## src/rtl/sp_pkg.sv

```systemverilog
package sp_pkg;
    typedef enum logic {
        SH_IDLE,
        SH_BUSY
    } sh_state_t;
endpackage

```

## src/rtl/sp_bitclk.sv

```systemverilog
module sp_bitclk #(
    parameter int DIV = 4
) (
    input  logic clk,
    input  logic rst_n,
    input  logic pwrdn,
    input  logic clk_int_sel,
    input  logic sclk_in,
    output logic tick,
    output logic sclk_out
);
    localparam int CW = (DIV > 2) ? $clog2(DIV) : 1;
    localparam logic [CW-1:0] LAST = CW'(DIV - 1);
    localparam logic [CW-1:0] HALF = CW'(DIV / 2);

    logic [CW-1:0] div_q;
    logic          ext_q;
    logic          run;

    assign run = clk_int_sel && !pwrdn;

    always_ff @(posedge clk or negedge rst_n) begin
        if (!rst_n) begin
            div_q <= '0;
            ext_q <= 1'b0;
        end else begin
            ext_q <= sclk_in;
            if (run)
                div_q <= (div_q == LAST) ? '0 : div_q + CW'(1);
        end
    end

    // internal ticks stop in powerdown; external edge detect does not
    assign tick     = clk_int_sel ? (run && div_q == LAST) : (sclk_in && !ext_q);
    assign sclk_out = clk_int_sel && (div_q >= HALF);
endmodule

```

## src/rtl/sp_tx.sv

```systemverilog
module sp_tx
    import sp_pkg::*;
#(
    parameter int W  = 16,
    parameter int LW = 4
) (
    input  logic          clk,
    input  logic          rst_n,
    input  logic          tick,
    input  logic          pwrdn,
    input  logic          fs_int,
    input  logic          fs_in,
    input  logic [LW-1:0] len_m1,
    input  logic          wr,
    input  logic [W-1:0]  wdata,
    output logic          dout,
    output logic          fs_out,
    output logic          load_evt,
    output logic [W-1:0]  hold_q
);
    sh_state_t     st_q, st_d;
    logic [LW-1:0] cnt_q;
    logic [W-1:0]  sh_q;
    logic          full_q;
    logic          fso_q;
    logic          slot_free;
    logic          fs_go;
    logic [LW-1:0] sh_amt;

    assign slot_free = (st_q == SH_IDLE) || (cnt_q == '0);
    assign fs_go     = tick && slot_free && (fs_int ? (full_q && !pwrdn) : fs_in);
    assign sh_amt    = LW'(W - 1) - len_m1;

    // state register
    always_ff @(posedge clk or negedge rst_n) begin
        if (!rst_n) st_q <= SH_IDLE;
        else        st_q <= st_d;
    end

    always_comb begin
        st_d = st_q;
        unique case (st_q)
            SH_IDLE: st_d = fs_go ? SH_BUSY : SH_IDLE;
            SH_BUSY: if (tick && cnt_q == '0) st_d = fs_go ? SH_BUSY : SH_IDLE;
        endcase
    end

    // datapath and outputs
    always_ff @(posedge clk or negedge rst_n) begin
        if (!rst_n) begin
            cnt_q  <= '0;
            sh_q   <= '0;
            full_q <= 1'b0;
            hold_q <= '0;
            fso_q  <= 1'b0;
        end else begin
            fso_q <= fs_go && fs_int;
            if (fs_go) begin
                sh_q  <= hold_q << sh_amt;
                cnt_q <= len_m1;
            end else if (tick && st_q == SH_BUSY && cnt_q != '0) begin
                sh_q  <= sh_q << 1;
                cnt_q <= cnt_q - LW'(1);
            end
            if (fs_go) full_q <= 1'b0;
            if (wr && !pwrdn) begin
                hold_q <= wdata;
                full_q <= 1'b1;
            end
        end
    end

    assign dout     = sh_q[W-1];
    assign fs_out   = fso_q;
    assign load_evt = fs_go;
endmodule

```

## src/rtl/sp_rx.sv

```systemverilog
module sp_rx
    import sp_pkg::*;
#(
    parameter int W  = 16,
    parameter int LW = 4
) (
    input  logic          clk,
    input  logic          rst_n,
    input  logic          tick,
    input  logic          fs_int,
    input  logic          fs_in,
    input  logic [LW-1:0] len_m1,
    input  logic          din,
    output logic [W-1:0]  word_q,
    output logic          done,
    output logic          fs_out
);
    sh_state_t     st_q, st_d;
    logic [LW-1:0] cnt_q;
    logic [LW-1:0] fc_q;
    logic [W-1:0]  sh_q;
    logic          done_q;
    logic          fso_q;
    logic          fs_now;
    logic          start;

    assign fs_now = fs_int ? (fc_q == '0) : fs_in;
    assign start  = tick && st_q == SH_IDLE && fs_now;

    always_ff @(posedge clk or negedge rst_n) begin
        if (!rst_n) st_q <= SH_IDLE;
        else        st_q <= st_d;
    end

    always_comb begin
        st_d = st_q;
        unique case (st_q)
            SH_IDLE: st_d = start ? SH_BUSY : SH_IDLE;
            SH_BUSY: if (tick && cnt_q == '0) st_d = SH_IDLE;
        endcase
    end

    always_ff @(posedge clk or negedge rst_n) begin
        if (!rst_n) begin
            cnt_q  <= '0;
            fc_q   <= '0;
            sh_q   <= '0;
            word_q <= '0;
            done_q <= 1'b0;
            fso_q  <= 1'b0;
        end else begin
            done_q <= 1'b0;
            fso_q  <= tick && fs_int && fc_q == '0;
            if (tick)
                fc_q <= (fc_q >= len_m1) ? '0 : fc_q + LW'(1);
            if (start) begin
                sh_q  <= W'(din);
                cnt_q <= len_m1 - LW'(1);
            end else if (tick && st_q == SH_BUSY) begin
                sh_q <= {sh_q[W-2:0], din};
                if (cnt_q == '0) begin
                    word_q <= {sh_q[W-2:0], din};
                    done_q <= 1'b1;
                end else begin
                    cnt_q <= cnt_q - LW'(1);
                end
            end
        end
    end

    assign done   = done_q;
    assign fs_out = fso_q;
endmodule

```

## src/rtl/serial_port_pd.sv

```systemverilog
module serial_port_pd #(
    parameter int W   = 16,
    parameter int DIV = 4
) (
    input  logic                 clk,
    input  logic                 rst_n,
    input  logic                 pwrdn,
    input  logic                 clk_int_sel,
    input  logic                 txfs_int_sel,
    input  logic                 rxfs_int_sel,
    input  logic [$clog2(W)-1:0] len_m1,
    input  logic                 sclk_in,
    output logic                 sclk_out,
    input  logic                 txfs_in,
    output logic                 txfs_out,
    input  logic                 rxfs_in,
    output logic                 rxfs_out,
    output logic                 ser_dout,
    input  logic                 ser_din,
    input  logic                 tx_wr,
    input  logic [W-1:0]         tx_wdata,
    output logic [W-1:0]         rx_rdata,
    output logic                 tx_irq,
    output logic                 rx_irq,
    input  logic                 tx_ack,
    input  logic                 rx_ack
);
    localparam int LW = $clog2(W);

    logic         tick;
    logic         tx_load;
    logic         rx_done;
    logic [W-1:0] tx_q;
    logic         tx_flag_q;
    logic         rx_flag_q;

    sp_bitclk #(.DIV(DIV)) u_clk (
        .clk(clk), .rst_n(rst_n), .pwrdn(pwrdn), .clk_int_sel(clk_int_sel),
        .sclk_in(sclk_in), .tick(tick), .sclk_out(sclk_out)
    );

    sp_tx #(.W(W), .LW(LW)) u_tx (
        .clk(clk), .rst_n(rst_n), .tick(tick), .pwrdn(pwrdn),
        .fs_int(txfs_int_sel), .fs_in(txfs_in), .len_m1(len_m1),
        .wr(tx_wr), .wdata(tx_wdata), .dout(ser_dout), .fs_out(txfs_out),
        .load_evt(tx_load), .hold_q(tx_q)
    );

    sp_rx #(.W(W), .LW(LW)) u_rx (
        .clk(clk), .rst_n(rst_n), .tick(tick), .fs_int(rxfs_int_sel),
        .fs_in(rxfs_in), .len_m1(len_m1), .din(ser_din),
        .word_q(rx_rdata), .done(rx_done), .fs_out(rxfs_out)
    );

    // event flags: set wins over clear, clears blocked in powerdown
    always_ff @(posedge clk or negedge rst_n) begin
        if (!rst_n) begin
            tx_flag_q <= 1'b0;
            rx_flag_q <= 1'b0;
        end else begin
            if (tx_load)                tx_flag_q <= 1'b1;
            else if (tx_ack && !pwrdn)  tx_flag_q <= 1'b0;
            if (rx_done)                rx_flag_q <= 1'b1;
            else if (rx_ack && !pwrdn)  rx_flag_q <= 1'b0;
        end
    end

    assign tx_irq = tx_flag_q && !pwrdn;
    assign rx_irq = rx_flag_q && !pwrdn;
endmodule

```

## config.mk

```make
export PLATFORM = sky130hd
export DESIGN_NAME = serial_port_pd
export DESIGN_NICKNAME = d
export VERILOG_FILES = /design/src/rtl/sp_pkg.sv /design/src/rtl/sp_bitclk.sv /design/src/rtl/sp_tx.sv /design/src/rtl/sp_rx.sv /design/src/rtl/serial_port_pd.sv
export SDC_FILE = /design/constraint.sdc
export NUM_CORES = 1
export LEC_CHECK = 0
export BUFFER_PORTS_ARGS = -buffer_cell sky130_fd_sc_hd__buf_2
export CAP_MARGIN = 10
export CORE_ASPECT_RATIO = 0.7
export CORE_MARGIN = 10
export CORE_UTILIZATION = 52
export CTS_BUF_LIST = sky130_fd_sc_hd__clkbuf_16
export DETAILED_ROUTE_END_ITERATION = 8
export MAX_ROUTING_LAYER = met4
export PLACE_DENSITY = 0.76
export RECOVER_POWER = 100
export SYNTH_ARGS = -nofsm -noshare
export SYNTH_HDL_FRONTEND = slang
export SYNTH_SLANG_ARGS = --single-unit
```

## constraint.sdc

```tcl
create_clock -name clk -period 2.4 [get_ports clk]
set_clock_uncertainty 0.1 [all_clocks]
set_input_delay 0.24 -clock clk [delete_from_list [all_inputs] [get_ports clk]]
set_output_delay 0.24 -clock clk [all_outputs]
set_load 0.03 [all_outputs]
```

**After elaboration in Yosys (flattened, before gate mapping)**

Cells that the tools add are included.

- Flip-flop bits (word level): 86
- Input port bits: 33
- Output and inout port bits: 22
- Logic and storage cells: 96

- Add/subtract/negate cells: 6
- Order comparisons: 2
- Eq/ne operators: 2
- Shift-type cells: 1
- Muxes and demuxes: 29
- Bitwise operators: 3
- Reductions and logical operators: 36

Operators by type and width:

| kind | number |
|---|---|
| $mux W16 | 2 |
| $mux W15 | 2 |
| $mux W4 | 6 |
| $logic_and A1 B1 Y1 | 22 |
| $mux W1 | 16 |
| $shl A16 B4 Y16 | 1 |
| $logic_not A4 Y1 | 3 |
| $sub A4 B1 Y4 const B | 3 |
| $reduce_bool A2 Y1 | 5 |
| $add A4 B1 Y4 const B | 1 |
| $ge A4 B4 Y1 | 1 |
| $pmux W1 S2 | 2 |
| $reduce_bool A4 Y1 | 1 |
| $sub A4 B4 Y4 const A | 1 |
| $not A1 Y1 | 3 |
| $reduce_and A3 Y1 | 1 |
| $add A2 B1 Y2 const B | 1 |
| $eq A2 B2 Y1 const B | 1 |
| $ge A2 B2 Y1 const B | 1 |
| $logic_not A1 Y1 | 2 |
| $mux W2 | 1 |
| $ne A2 B1 Y1 const B | 1 |
| $reduce_and A2 Y1 | 1 |
| $logic_or A1 B1 Y1 | 1 |

**Depth between registers and ports, before layout**

Gate-level depths: netlist (run 1).

- Depth after elaboration: 9
- Depth in mapped cells: 12
- Gate-level depth less buffers: 11

**Cells and area by module**

Synthesis (run 1) repeated with hierarchy kept, for this count alone.

- Cell total of the unflattened synthesis: 388
- Area total of the unflattened synthesis: 4,491.8 um^2

Modules (own cells, without submodules):

| module | times used | cells each | area an instance (um^2) | sequential area each (um^2) |
|---|---|---|---|---|
| sp_tx | 1 | 193 | 2,268.4 | 975.9 |
| sp_rx | 1 | 173 | 1,954.4 | 1,051.0 |
| sp_bitclk | 1 | 14 | 173.9 | 75.1 |
| serial_port_pd | 1 | 8 | 95.1 | 50.0 |

**Least setup slack after synthesis (run 1)**

No wires, ideal clock.

- Path type: flip-flop to flip-flop
- Start point: register u_rx.fc_q[0]
- End point: register u_rx.cnt_q[2]
- Setup time: 0.127 ns
- Arrival time: 2.209 ns
- Data required time: 2.173 ns
- Setup slack: -0.036 ns
- Stages on the path, launching flop included: 13
- Path buffers: 1
- Period minus slack after synthesis: 2.436 ns
- Cell sequence: dfrtp_1 inv_1 ha_1 nor4bb_1 nor2_1 or3_1 buf_2 mux2i_1 ha_1 nand3_1 o21ai_0 a21oi_1 a211oi_1

- Longest elaborated chain between the ends: 5
- Elaborated cells on any way between the ends: 7
- Classes of those cells: eq/ne (1); mux (2); reduce/logical (4)

RTL lines:

| what | line | RTL |
|---|---|---|
| start, declared | sp_rx.sv:20 | `logic [LW-1:0] fc_q;` |
| start signal, assigned | sp_rx.sv:55 | `fc_q <= (fc_q >= len_m1) ? '0 : fc_q + LW'(1);` |
| $logic_not A4 Y1 * | sp_rx.sv:27 | `assign fs_now = fs_int ? (fc_q == '0) : fs_in;` |
| $mux W1 * | sp_rx.sv:27 |  |
| $logic_and A1 B1 Y1 * | sp_rx.sv:28 | `assign start = tick && st_q == SH_IDLE && fs_now;` |
| $ne A2 B1 Y1 (no source line) or $reduce_bool A2 Y1 (tied branches) | n/a |  |
| $reduce_and A2 Y1 (no source line) | n/a |  |
| end signal, assigned | sp_rx.sv:58 | `cnt_q <= len_m1 - LW'(1);` |
| end signal, assigned | sp_rx.sv:65 | `cnt_q <= cnt_q - LW'(1);` |
| end, declared | sp_rx.sv:19 | `logic [LW-1:0] cnt_q;` |

Mark *: on every way between the ends. The rest lies on a longest branch, timed or not.
A chain may end at the register's enable or synchronous reset.

**Worst setup path after layout (run 1)**

Same ends and word-level chain as after synthesis.

==> impl_metrics.tcl, run 1 <==
set metrics [dict create \
    status "complete, no violations" \
    crit_arrival_ns 2.47 \
    power_mw 5.11 \
    cp_max_fo 5 \
    ys.warnings.count 0 \
    worst_pin_slew_ns 0.877 \
    cts.sinks 86 \
    io_pins 55 \
    synthArstFlopShare 1.00 \
    fin_crit_ns 2.31 \
    clock_latency_ns 0.34 \
    antenna-diode-count 0 \
    path_cells "inv_2, ha_1, nor4bb_4, nor2_2, or3_4, mux2i_2, ha_2, nand3_2, o21ai_2, a21oi_2, a211oi_2" \
    cts_buffer_depth 2 \
    hold_slack_ns 0.0300 \
    num_vias 3343 \
    max_freq_ghz 0.432 \
    synthSimpleGateAreaFrac 0.112 \
    synth-seq-area-share 0.494 \
    gp_congestion 0.894 \
    synth-compound-area-share 0.157 \
    slew_headroom 0.415 \
    drcViolationCount 0 \
    cts-root-buf "clkbuf_16" \
    synth_top_family_by_area "multiplexers" \
    syn_nets 428 \
    syn_area_um2 4350 \
    layout.nets 501 \
    drtPass1Iterations 8 \
    cts_tree "done" \
    htreeDepth 3 \
    synthDistinctLibCells 48 \
    required_ns 2.56 \
    min_period_over_period 0.964 \
    synth.avg_cell_area_um2 11.3 \
    die_w_um 129 \
    setup_violations 0 \
    worstHoldPathType "in -> reg" \
    antenna_found_initial 0 \
    synth_adder_area_share 0.0287 \
    gr-total-overflow 0 \
    synth_xor_area_frac 0.00201 \
    p_per_area_nw_per_um2 985 \
    grt_pass1_vias 3374 \
    synth-edff-count 0 \
    numCtsBuffers 9 \
    hpwl_um 7610 \
    clk_pin_slew_worst_paths_ns 0.07 \
    setup.worst_path.end_class "flip-flop" \
    final_cell_mix "86 x dfrtp_1, 38 x nand2_1, 38 x mux2_2" \
    peakVddDrop_uv 643 \
    routed_wl_um 10300 \
    numPortBuffers 54 \
    synth_top_cell_area_share 0.494 \
    die_h_um 96.6 \
    mostFrequentLayoutCell "dfrtp_1" \
    grt_max_degree 36 \
    startpoint_type "flip-flop" \
    core_um2 8010 \
    syn_inst 385 \
    finalMaxSlewViolations 0 \
    grt_usage 0.177 \
    worst-setup-path-type "reg -> reg" \
    grt_pass1_wl_um 17000 \
    rsz0062_at_grt "true" \
    cp_slowest_cell "or3_4" \
    reg2reg_from "u_rx.fc_q[0]$_DFFE_PN0N_" \
    yosysTopAreaCell "dfrtp_1" \
    area_delta_synth_final_pct 19.3 \
    dominantRegCellSynth "dfrtp_1" \
    leakage_nw 2.37 \
    rows 27 \
    initial_core_util 0.544 \
    ant_nets 0 \
    drive_gt1_frac 0.292 \
    crit_path_max_incr_delay_ns 0.44 \
    synth_area_leaders "dfrtp_1 49%, mux2_2 9.8%, mux4_2 5.7%" \
    min_from "tx_wdata[0]" \
    viasPerCell 5.93 \
    finalHoldViolCount 0 \
    ys_ff_latch 86 \
    crit_start "u_rx.fc_q[0]$_DFFE_PN0N_" \
    drv_cap 0 \
    drt_iter0_markers 375 \
    fin_tns_setup_ns 0 \
    wl_per_cell_um 18.3 \
    synth_mux_area_frac 0.174 \
    dieArea_um2 12500 \
]
## Yosys cell counts (7+ instances only)
library cell,n
nand2_1,38
a22o_1,17
mux2i_1,8
inv_1,11
a21oi_1,18
a21o_1,7
ha_1,10
clkbuf_1,13
mux4_2,11
a221oi_1,7
dfrtp_1,86
mux2_2,38
o21ai_0,17
nor2_1,20
## state kept, by name, summed over array words and instances (netlist names)
name         count
u_rx.fc_q        4
u_tx.fs_out      1
u_tx.sh_q       16
u_tx.hold_q     16
u_rx.word_q     16
u_clk.ext_q      1
u_rx.done        1
u_rx.sh_q       15
u_clk.div_q      2
u_rx.fs_out      1
u_tx.full_q      1
u_rx.cnt_q       4
u_tx.cnt_q       4
u_rx.st_q        1
u_tx.st_q        1
tx_flag_q        1
rx_flag_q        1
## metal layers
metal | part of all wire | track usage | vias to the layer above
met3 | 0.097 | 0.0691 | 11
met4 | 0.0077 | 0.0274 | 0
met1 | 0.46 | 0.242 | 1608
li1 | - | - | 1574
met2 | 0.43 | 0.246 | 150
met5 | 0 | - | -
## through the flow
step                      area [µm²]  std cells  setup slack [ns]   util
final                           5190        564            0.0858  0.649
after global routing            5190        564           -0.0534  0.649
after CTS                       5170        559           0.00597  0.646
after detailed placement        4840        541           -0.0703  0.604
after global placement          4840        541            0.0755  0.604
after floorplan                 4360        385            0.0564      -
## critical path: cells and delay by family, from the launching register on
family / cells / cell delay, ns
flops: 1 / 0.39
simple gates: 4 / 0.81
fa+ha+maj: 2 / 0.37
buf+inv: 1 / 0.08
compound gates: 3 / 0.28
mux: 1 / 0.20
## area by class of cell
cell class	instances	area, µm²
tap	101	126
clock inverter	7	72.6
timing repair buffer	85	463
fill	642	2810
multi-input combinational	265	2110
sequential	86	2150
clock buffer	9	225
inverter	11	41.3
## final timing paths
path	slack, ns	to	cells after the start
worst max-delay path	0.09	u_rx.cnt_q[2]$_DFFE_PN0P_	11
worst min-delay path	0.03	u_tx.hold_q[0]$_DFFE_PN0P_	2
worst max register to register	0.09	u_rx.cnt_q[2]$_DFFE_PN0P_	11
worst min register to register	0.33	rx_flag_q$_DFFE_PN0P_	1
max in group asynchronous	0.49	u_tx.hold_q[15]$_DFFE_PN0P_	3
min in group asynchronous	0.45	u_tx.cnt_q[3]$_DFFE_PN0P_	2
## timing repair
action	4_1_cts	5_1_grt
hold buffers	2	0
endpoints found under the setup margin	1	2
endpoints found under the hold margin	34	0
resized for setup	2	11
buffers inserted	0	5
pin swaps	0	4
## cell families (layout without fill, tap and decap cells)
group | Yosys count | after routing
flops | 86 | 86
simple gates | 99 | 99
buf+inv | 34 | 112
compound gates | 98 | 98
fa+ha+maj | 10 | 10
mux | 57 | 57
xor+xnor | 1 | 1
## power by group
| group | switching [mW] | total, mW | leakage (nW) | internal (mW) |
|---|---|---|---|---|
| combinational | 0.857 | 1.61 | 1.15 | 0.752 |
| clock | 0.569 | 1.38 | 0.144 | 0.809 |
| sequential | 0.317 | 2.13 | 1.09 | 1.81 |
| total | 1.74 | 5.11 | 2.37 | 3.37 |
No activity file was read; power rests on OpenSTA's default activity.
==> run 2: changes to the inputs <==
Settings changed: CORE_UTILIZATION 52 to 58, PLACE_DENSITY 0.76 to 0.8, SYNTH_HIERARCHICAL set to 1.
Clock period 2.4 ns to 2.53 ns, I/O delays scaled along.
==> impl_metrics.tcl, run 2 <==
set metrics [dict create \
    leakage_nw 2.34 \
    gp_congestion 0.913 \
    rows 26 \
    power_mw 4.85 \
    final_util 0.705 \
    worst_pin_slew_ns 1.02 \
    startpoint_type "input port" \
    num_vias 3351 \
    die_w_um 125 \
    synth.avg_cell_area_um2 11.6 \
    setup.worst_path.end_class "flip-flop" \
    stdcell_count 560 \
    hold_end "u_tx/hold_q[3]$_DFFE_PN0P_" \
    pre_cts_slack_ns 0.0783 \
    r2r_cells 7 \
    yosysTopAreaCell "dfrtp_1" \
    rsz0062_at_grt "false" \
    wl_per_cell_um 18.4 \
    clock_latency_ns 0.33 \
    final_cell_mix "86 x dfrtp_1, 52 x nand2_1, 31 x mux2_2" \
    htreeDepth 3 \
    fin_crit_ns 2.47 \
    drtPass1Iterations 5 \
    gr-total-overflow 0 \
    synth-edff-count 0 \
    cts_tree "done" \
    antenna_found_initial 0 \
    worstHoldPathType "in -> reg" \
    ant_nets 0 \
    syn_area_um2 4490 \
    layout_setup_ws_ns 0.0608 \
    mostFrequentLayoutCell "dfrtp_1" \
    worst-setup-path-type "in -> reg" \
    dominantRegCellSynth "dfrtp_1" \
    ys.warnings.count 6 \
    numCtsBuffers 9 \
    synth_area_leaders "dfrtp_1 48%, mux2_2 7.8%, mux4_2 7.0%" \
    dieArea_um2 11700 \
    drcViolationCount 0 \
    grt_max_degree 37 \
    reg2reg_to "u_tx/sh_q[13]$_DFFE_PN0P_" \
    grt_usage 0.188 \
    final_area_um2 5230 \
    min_path_cells 2 \
    hold_slack_ns 0.0471 \
    syn_nets 431 \
    path_cells "dlygate4sd3_1, buf_2, nor3b_1, a21o_2, nand2_2, or4_4, nor2_8, buf_4, mux2_4" \
    reg_top3 "u_rx/word_q (16), u_tx/hold_q (16), u_tx/sh_q (16)" \
    min_from "tx_wdata[3]" \
    grt_pass1_vias 3389 \
    dp.cells 536 \
    critPathTopFamily "simple AND/OR/NAND/NOR gates" \
    synthArstFlopShare 1.00 \
    core_um2 7420 \
    cts.sinks 86 \
    initial_core_util 0.606 \
    crit_arrival_ns 2.58 \
    hpwl_um 7240 \
    reg2reg_slack_ns 0.12 \
    fin_tns_setup_ns 0 \
    numPortBuffers 54 \
    peakVddDrop_uv 839 \
    finalMaxSlewViolations 0 \
    layout.nets 500 \
    area_delta_synth_final_pct 16.5 \
    viasPerCell 5.98 \
    drive_gt1_frac 0.275 \
    min_period_over_period 0.976 \
    crit_buf_inv 3 \
    ys_ff_latch 86 \
    io_pins 55 \
    drt_iter0_markers 331 \
    synthMostInstantiatedCell "dfrtp_1" \
    synth_commonest_cells "86 x dfrtp_1, 52 x nand2_1, 31 x mux2_2, 23 x o21ai_0, 19 x mux2i_1" \
    clk_pin_slew_worst_paths_ns 0.06 \
    syn_inst 388 \
    required_ns 2.64 \
    synth_top_cell_area_share 0.479 \
    synthDistinctLibCells 57 \
    p_per_area_nw_per_um2 928 \
    antenna-diode-count 0 \
    place_area_um2 4920 \
    status "complete, no violations" \
    drv_cap 0 \
    reg2reg_from "u_tx/cnt_q[0]$_DFFE_PN0P_" \
    slew_headroom 0.318 \
    routed_wl_um 10300 \
    cts_buffer_depth 2 \
    cts-root-buf "clkbuf_16" \
    setup_violations 0 \
    cp_slowest_cell "dlygate4sd3_1" \
    finalHoldViolCount 0 \
    crit_path_max_incr_delay_ns 0.52 \
    max_freq_ghz 0.405 \
    synth-seq-area-share 0.479 \
    grt_pass1_wl_um 17700 \
    die_h_um 93.6 \
    cp_max_fo 7 \
]
==> run 2: cell types whose count changed in the layout (fill, tap and decap cells not counted), sizes merged, moves of 4 or more <==
cell,change
mux2i,+11
nor2,-15
a21oi,-8
buf,-9
nand2,+15
a221oi,-4
inv,+4
a22o,-17
nand3,+7
a2111oi,+4
a22oi,-5
==> run 2: where the power goes <==
group          switching, mW  internal [mW]
registers              0.347           1.77
clock network          0.515          0.749
logic                  0.806          0.671
==> run 2: how the worst max path moves through the flow <==
stage	from	endpoint	slack (ns)	depth (start not counted)
floorplan	u_rx/fc_q[0]$_DFFE_PN0P_	u_rx/cnt_q[2]$_DFFE_PN0P_	0.16	11
global placement	u_tx/cnt_q[0]$_DFFE_PN0P_	u_tx/sh_q[12]$_DFFE_PN0P_	0.12	7
detailed placement	u_tx/cnt_q[0]$_DFFE_PN0P_	u_tx/sh_q[15]$_DFFE_PN0P_	0.08	7
CTS	sclk_in	u_rx/word_q[4]$_DFFE_PN0P_	0.05	8
global route	sclk_in	u_rx/word_q[9]$_DFFE_PN0P_	0.01	9
finish	sclk_in	u_rx/word_q[9]$_DFFE_PN0P_	0.06	9
==> run 2: what timing repair did <==
item / CTS / global route
endpoints found under the setup margin: 0 / 12
resized for setup: 0 / 5
hold buffers: 2 / 0
endpoints found under the hold margin: 35 / 0
buffers inserted: 0 / 6
==> run 2: area by class of cell <==
cell class | count | area [µm²]
Clock inverter | 7 | 57.6
Sequential cell | 86 | 2150
Multi-Input combinational cell | 265 | 2180
Clock buffer | 9 | 225
Inverter | 17 | 63.8
Tap cell | 98 | 123
Fill cell | 530 | 2190
Timing Repair Buffer | 78 | 432
==> run 2: routing by layer <==
| layer | routed length, µm | global-route usage | vias to the layer above |
|---|---|---|---|
| met3 | 712 | 0.0598 | 9 |
| met1 | 4820 | 0.251 | 1647 |
| met5 | 0 | - | - |
| met2 | 4680 | 0.277 | 137 |
| li1 | - | - | 1558 |
| met4 | 96 | 0.0392 | 0 |
==> run 2: kinds of logic (layout without fill, tap and decap cells) <==
logic type / count (synthesis) / count (layout) / share of synthesized area
multiplexers: 73 / 73 / 0.220
flip-flops: 86 / 86 / 0.479
XOR/XNOR: 5 / 5 / 0.00975
AND/OR/NAND/NOR: 108 / 108 / 0.126
buffers and inverters: 37 / 111 / 0.0370
adder cells (fa/ha/maj): 10 / 10 / 0.0279
AO/OA/AOI/OAI: 69 / 69 / 0.0994
==> run 3: changes to the inputs <==
Settings changed: ABC_AREA set to 1, CTS_CLUSTER_DIAMETER set to 60.
Clock period 2.53 ns to 2.4 ns, I/O delays scaled along.
==> impl_metrics.tcl, run 3 <==
set metrics [dict create \
    gr-total-overflow 0 \
    dieArea_um2 11900 \
    core_um2 7480 \
    cts_tree "done" \
    synth_adder_area_share 0.0274 \
    wl_per_cell_um 14.8 \
    numCtsBuffers 9 \
    final_util 0.679 \
    dominantRegCellSynth "dfrtp_1" \
    grt_pass1_wl_um 17200 \
    finalMaxSlewViolations 0 \
    min_period_over_period 0.922 \
    area_delta_synth_final_pct 11.2 \
    max_freq_ghz 0.452 \
    drcViolationCount 0 \
    cts-root-buf "clkbuf_16" \
    startpoint_type "input port" \
    crit_path_max_incr_delay_ns 0.52 \
    rows 26 \
    synth_top_family_by_area "simple AND/OR/NAND/NOR gates" \
    synthDistinctLibCells 34 \
    post_cts_resized 0 \
    setup_violations 0 \
    r2r_cells 10 \
    antenna-diode-count 0 \
    syn_area_um2 4570 \
    ant_nets 0 \
    finalHoldViolCount 0 \
    num_vias 3800 \
    peakVddDrop_uv 796 \
    fin_crit_ns 2.21 \
    syn_nets 588 \
    grt_usage 0.182 \
    worst-setup-path-type "in -> reg" \
    clk_pin_slew_worst_paths_ns 0.06 \
    setup.worst_path.end_class "flip-flop" \
    antenna_found_initial 0 \
    synth-edff-count 0 \
    viasPerCell 5.41 \
    post_cts_buffers 0 \
    mostFrequentLayoutCell "nand2_1" \
    routed_wl_um 10400 \
    cts_buffer_depth 2 \
    gp_congestion 0.925 \
    reg_top3 "u_rx/word_q (16), u_tx/hold_q (16), u_tx/sh_q (16)" \
    min_path_cells 2 \
    drive_gt1_frac 0.147 \
    htreeDepth 3 \
    fillers 648 \
    yosysTopAreaCell "dfrtp_1" \
    synth.avg_cell_area_um2 8.39 \
    synth-compound-area-share 0.102 \
    synth_xor_area_frac 0.00575 \
    path_depth 12 \
    final_cell_mix "163 x nand2_1, 86 x dfrtp_1, 59 x inv_1, 59 x nand3_1, 29 x buf_2" \
    synthMostInstantiatedCell "nand2_1" \
    grt_max_degree 46 \
    synth_area_leaders "dfrtp_1 47%, nand2_1 12%, nand3_1 6.5%" \
    worst_pin_slew_ns 1.11 \
    fin_tns_setup_ns 0 \
    synth-seq-area-share 0.471 \
    hpwl_um 7710 \
    synthSimpleGateAreaFrac 0.272 \
    drtPass1Iterations 6 \
    path_cells "dlygate4sd3_1, clkbuf_1, nand3b_1, nand2_1, nand2_1, nor2_4, nand2_4, nand2_1, nand2_1, inv_2, o21ai_0, o21ai_0" \
    syn_inst 545 \
    status "complete, no violations" \
    io_pins 55 \
    drt_iter0_markers 490 \
    clock_latency_ns 0.34 \
    crit_arrival_ns 2.37 \
    ff_latch_area_um2 2150 \
    synth_top_cell_area_share 0.471 \
    die_w_um 126 \
    crit_buf_inv 3 \
    cp_common_cell "nand2_1" \
    worstHoldPathType "in -> reg" \
    grt_pass1_vias 3556 \
    required_ns 2.56 \
    ys_ff_latch 86 \
    cp_slowest_cell "dlygate4sd3_1" \
    rsz0062_at_grt "false" \
    leakage_nw 2.52 \
    critPathTopFamily "simple AND/OR/NAND/NOR gates" \
    initial_core_util 0.611 \
    numPortBuffers 54 \
    ys.warnings.count 6 \
    slew_headroom 0.257 \
    p_per_area_nw_per_um2 1120 \
    layout.nets 642 \
    die_h_um 94.3 \
    multiInputGateArea_um2 2010 \
    synth_mux_area_frac 0.0394 \
    synth_commonest_cells "151 x nand2_1, 86 x dfrtp_1, 59 x nand3_1, 58 x inv_1, 26 x o21ai_0" \
    cts.sinks 86 \
    synthArstFlopShare 1.00 \
    drv_cap 0 \
    cp_max_fo 17 \
]
==> run 3: changes by cell type after synthesis, sizes merged, moves of 9 or more <==
cell	previous run	this run
o22ai	6	15
mux2i	19	0
nand3	12	60
buf	8	18
mux4	14	0
mux2	40	16
o21a	2	14
clkbuf	12	2
nand2	53	171
nor2	5	33
inv	15	61
==> run 3: what timing repair did <==
| action | in CTS | in global routing |
|---|---|---|
| hold endpoints to repair | 43 | 0 |
| hold buffers | 2 | 0 |
| setup endpoints to repair | 0 | 0 |
==> run 3: cell families after synthesis <==
logic type,Yosys count
simple gates,271
flops,86
buf+inv,81
compound gates,78
mux,16
fa+ha+maj,10
xor+xnor,3
==> run 3: stage by stage <==
step / power, mW / hold slack [ns] / area [µm²] / setup WS [ns] / cells
3_5_place_dp: 4.48 / 0.195 / 4880 / 0.297 / 684
4_1_cts: 5.78 / 0.0116 / 5180 / 0.294 / 702
3_3_place_gp: 4.37 / 0.189 / 4880 / 0.383 / 684
5_1_grt: 6.08 / 0.0169 / 5080 / 0.0463 / 702
2_1_floorplan: 3.89 / -0.156 / 4570 / 0.511 / 545
6_report: 5.68 / 0.0250 / 5080 / 0.187 / 702
==> run 3: metal layers <==
layer | wire length [µm] | GRT usage | up-vias
li1 | - | - | 1883
met1 | 4960 | 0.247 | 1766
met2 | 4550 | 0.258 | 141
met3 | 788 | 0.0525 | 10
met4 | 108 | 0.0548 | 0
met5 | 0 | - | -
==> run 3: final timing paths <==
check                                            from                          to  slack (ns)
hold / removal                            tx_wdata[9]  u_tx/hold_q[9]$_DFFE_PN0P_        0.02
max in group asynchronous                       rst_n  u_tx/hold_q[0]$_DFFE_PN0P_        0.48
hold reg to reg                   u_rx/done$_DFF_PN0_       rx_flag_q$_DFFE_PN0P_        0.35
min in group asynchronous                       rst_n    u_tx/sh_q[4]$_DFFE_PN0P_        0.54
setup / recovery                              sclk_in   u_rx/cnt_q[2]$_DFFE_PN0P_        0.19
setup reg to reg           u_clk/div_q[0]$_DFFE_PN0P_   u_rx/cnt_q[2]$_DFFE_PN0P_        0.19
==> run 3: where the power goes <==
| group | leakage (nW) | total, mW | switching, mW | internal, mW |
|---|---|---|---|---|
| Clock | 0.131 | 1.28 | 0.575 | 0.702 |
| Combinational | 1.32 | 2.08 | 1.37 | 0.707 |
| Sequential | 1.06 | 2.33 | 0.327 | 2.00 |
| Total | 2.52 | 5.68 | 2.27 | 3.41 |
==> run 3: area by class of cell <==
type	instances	share of cell area
sequential	86	0.423
multi-input combinational	378	0.395
timing repair buffer	63	0.0591
inverter	61	0.0450
clock buffer	9	0.0443
tap	98	0.0241
clock inverter	7	0.00960
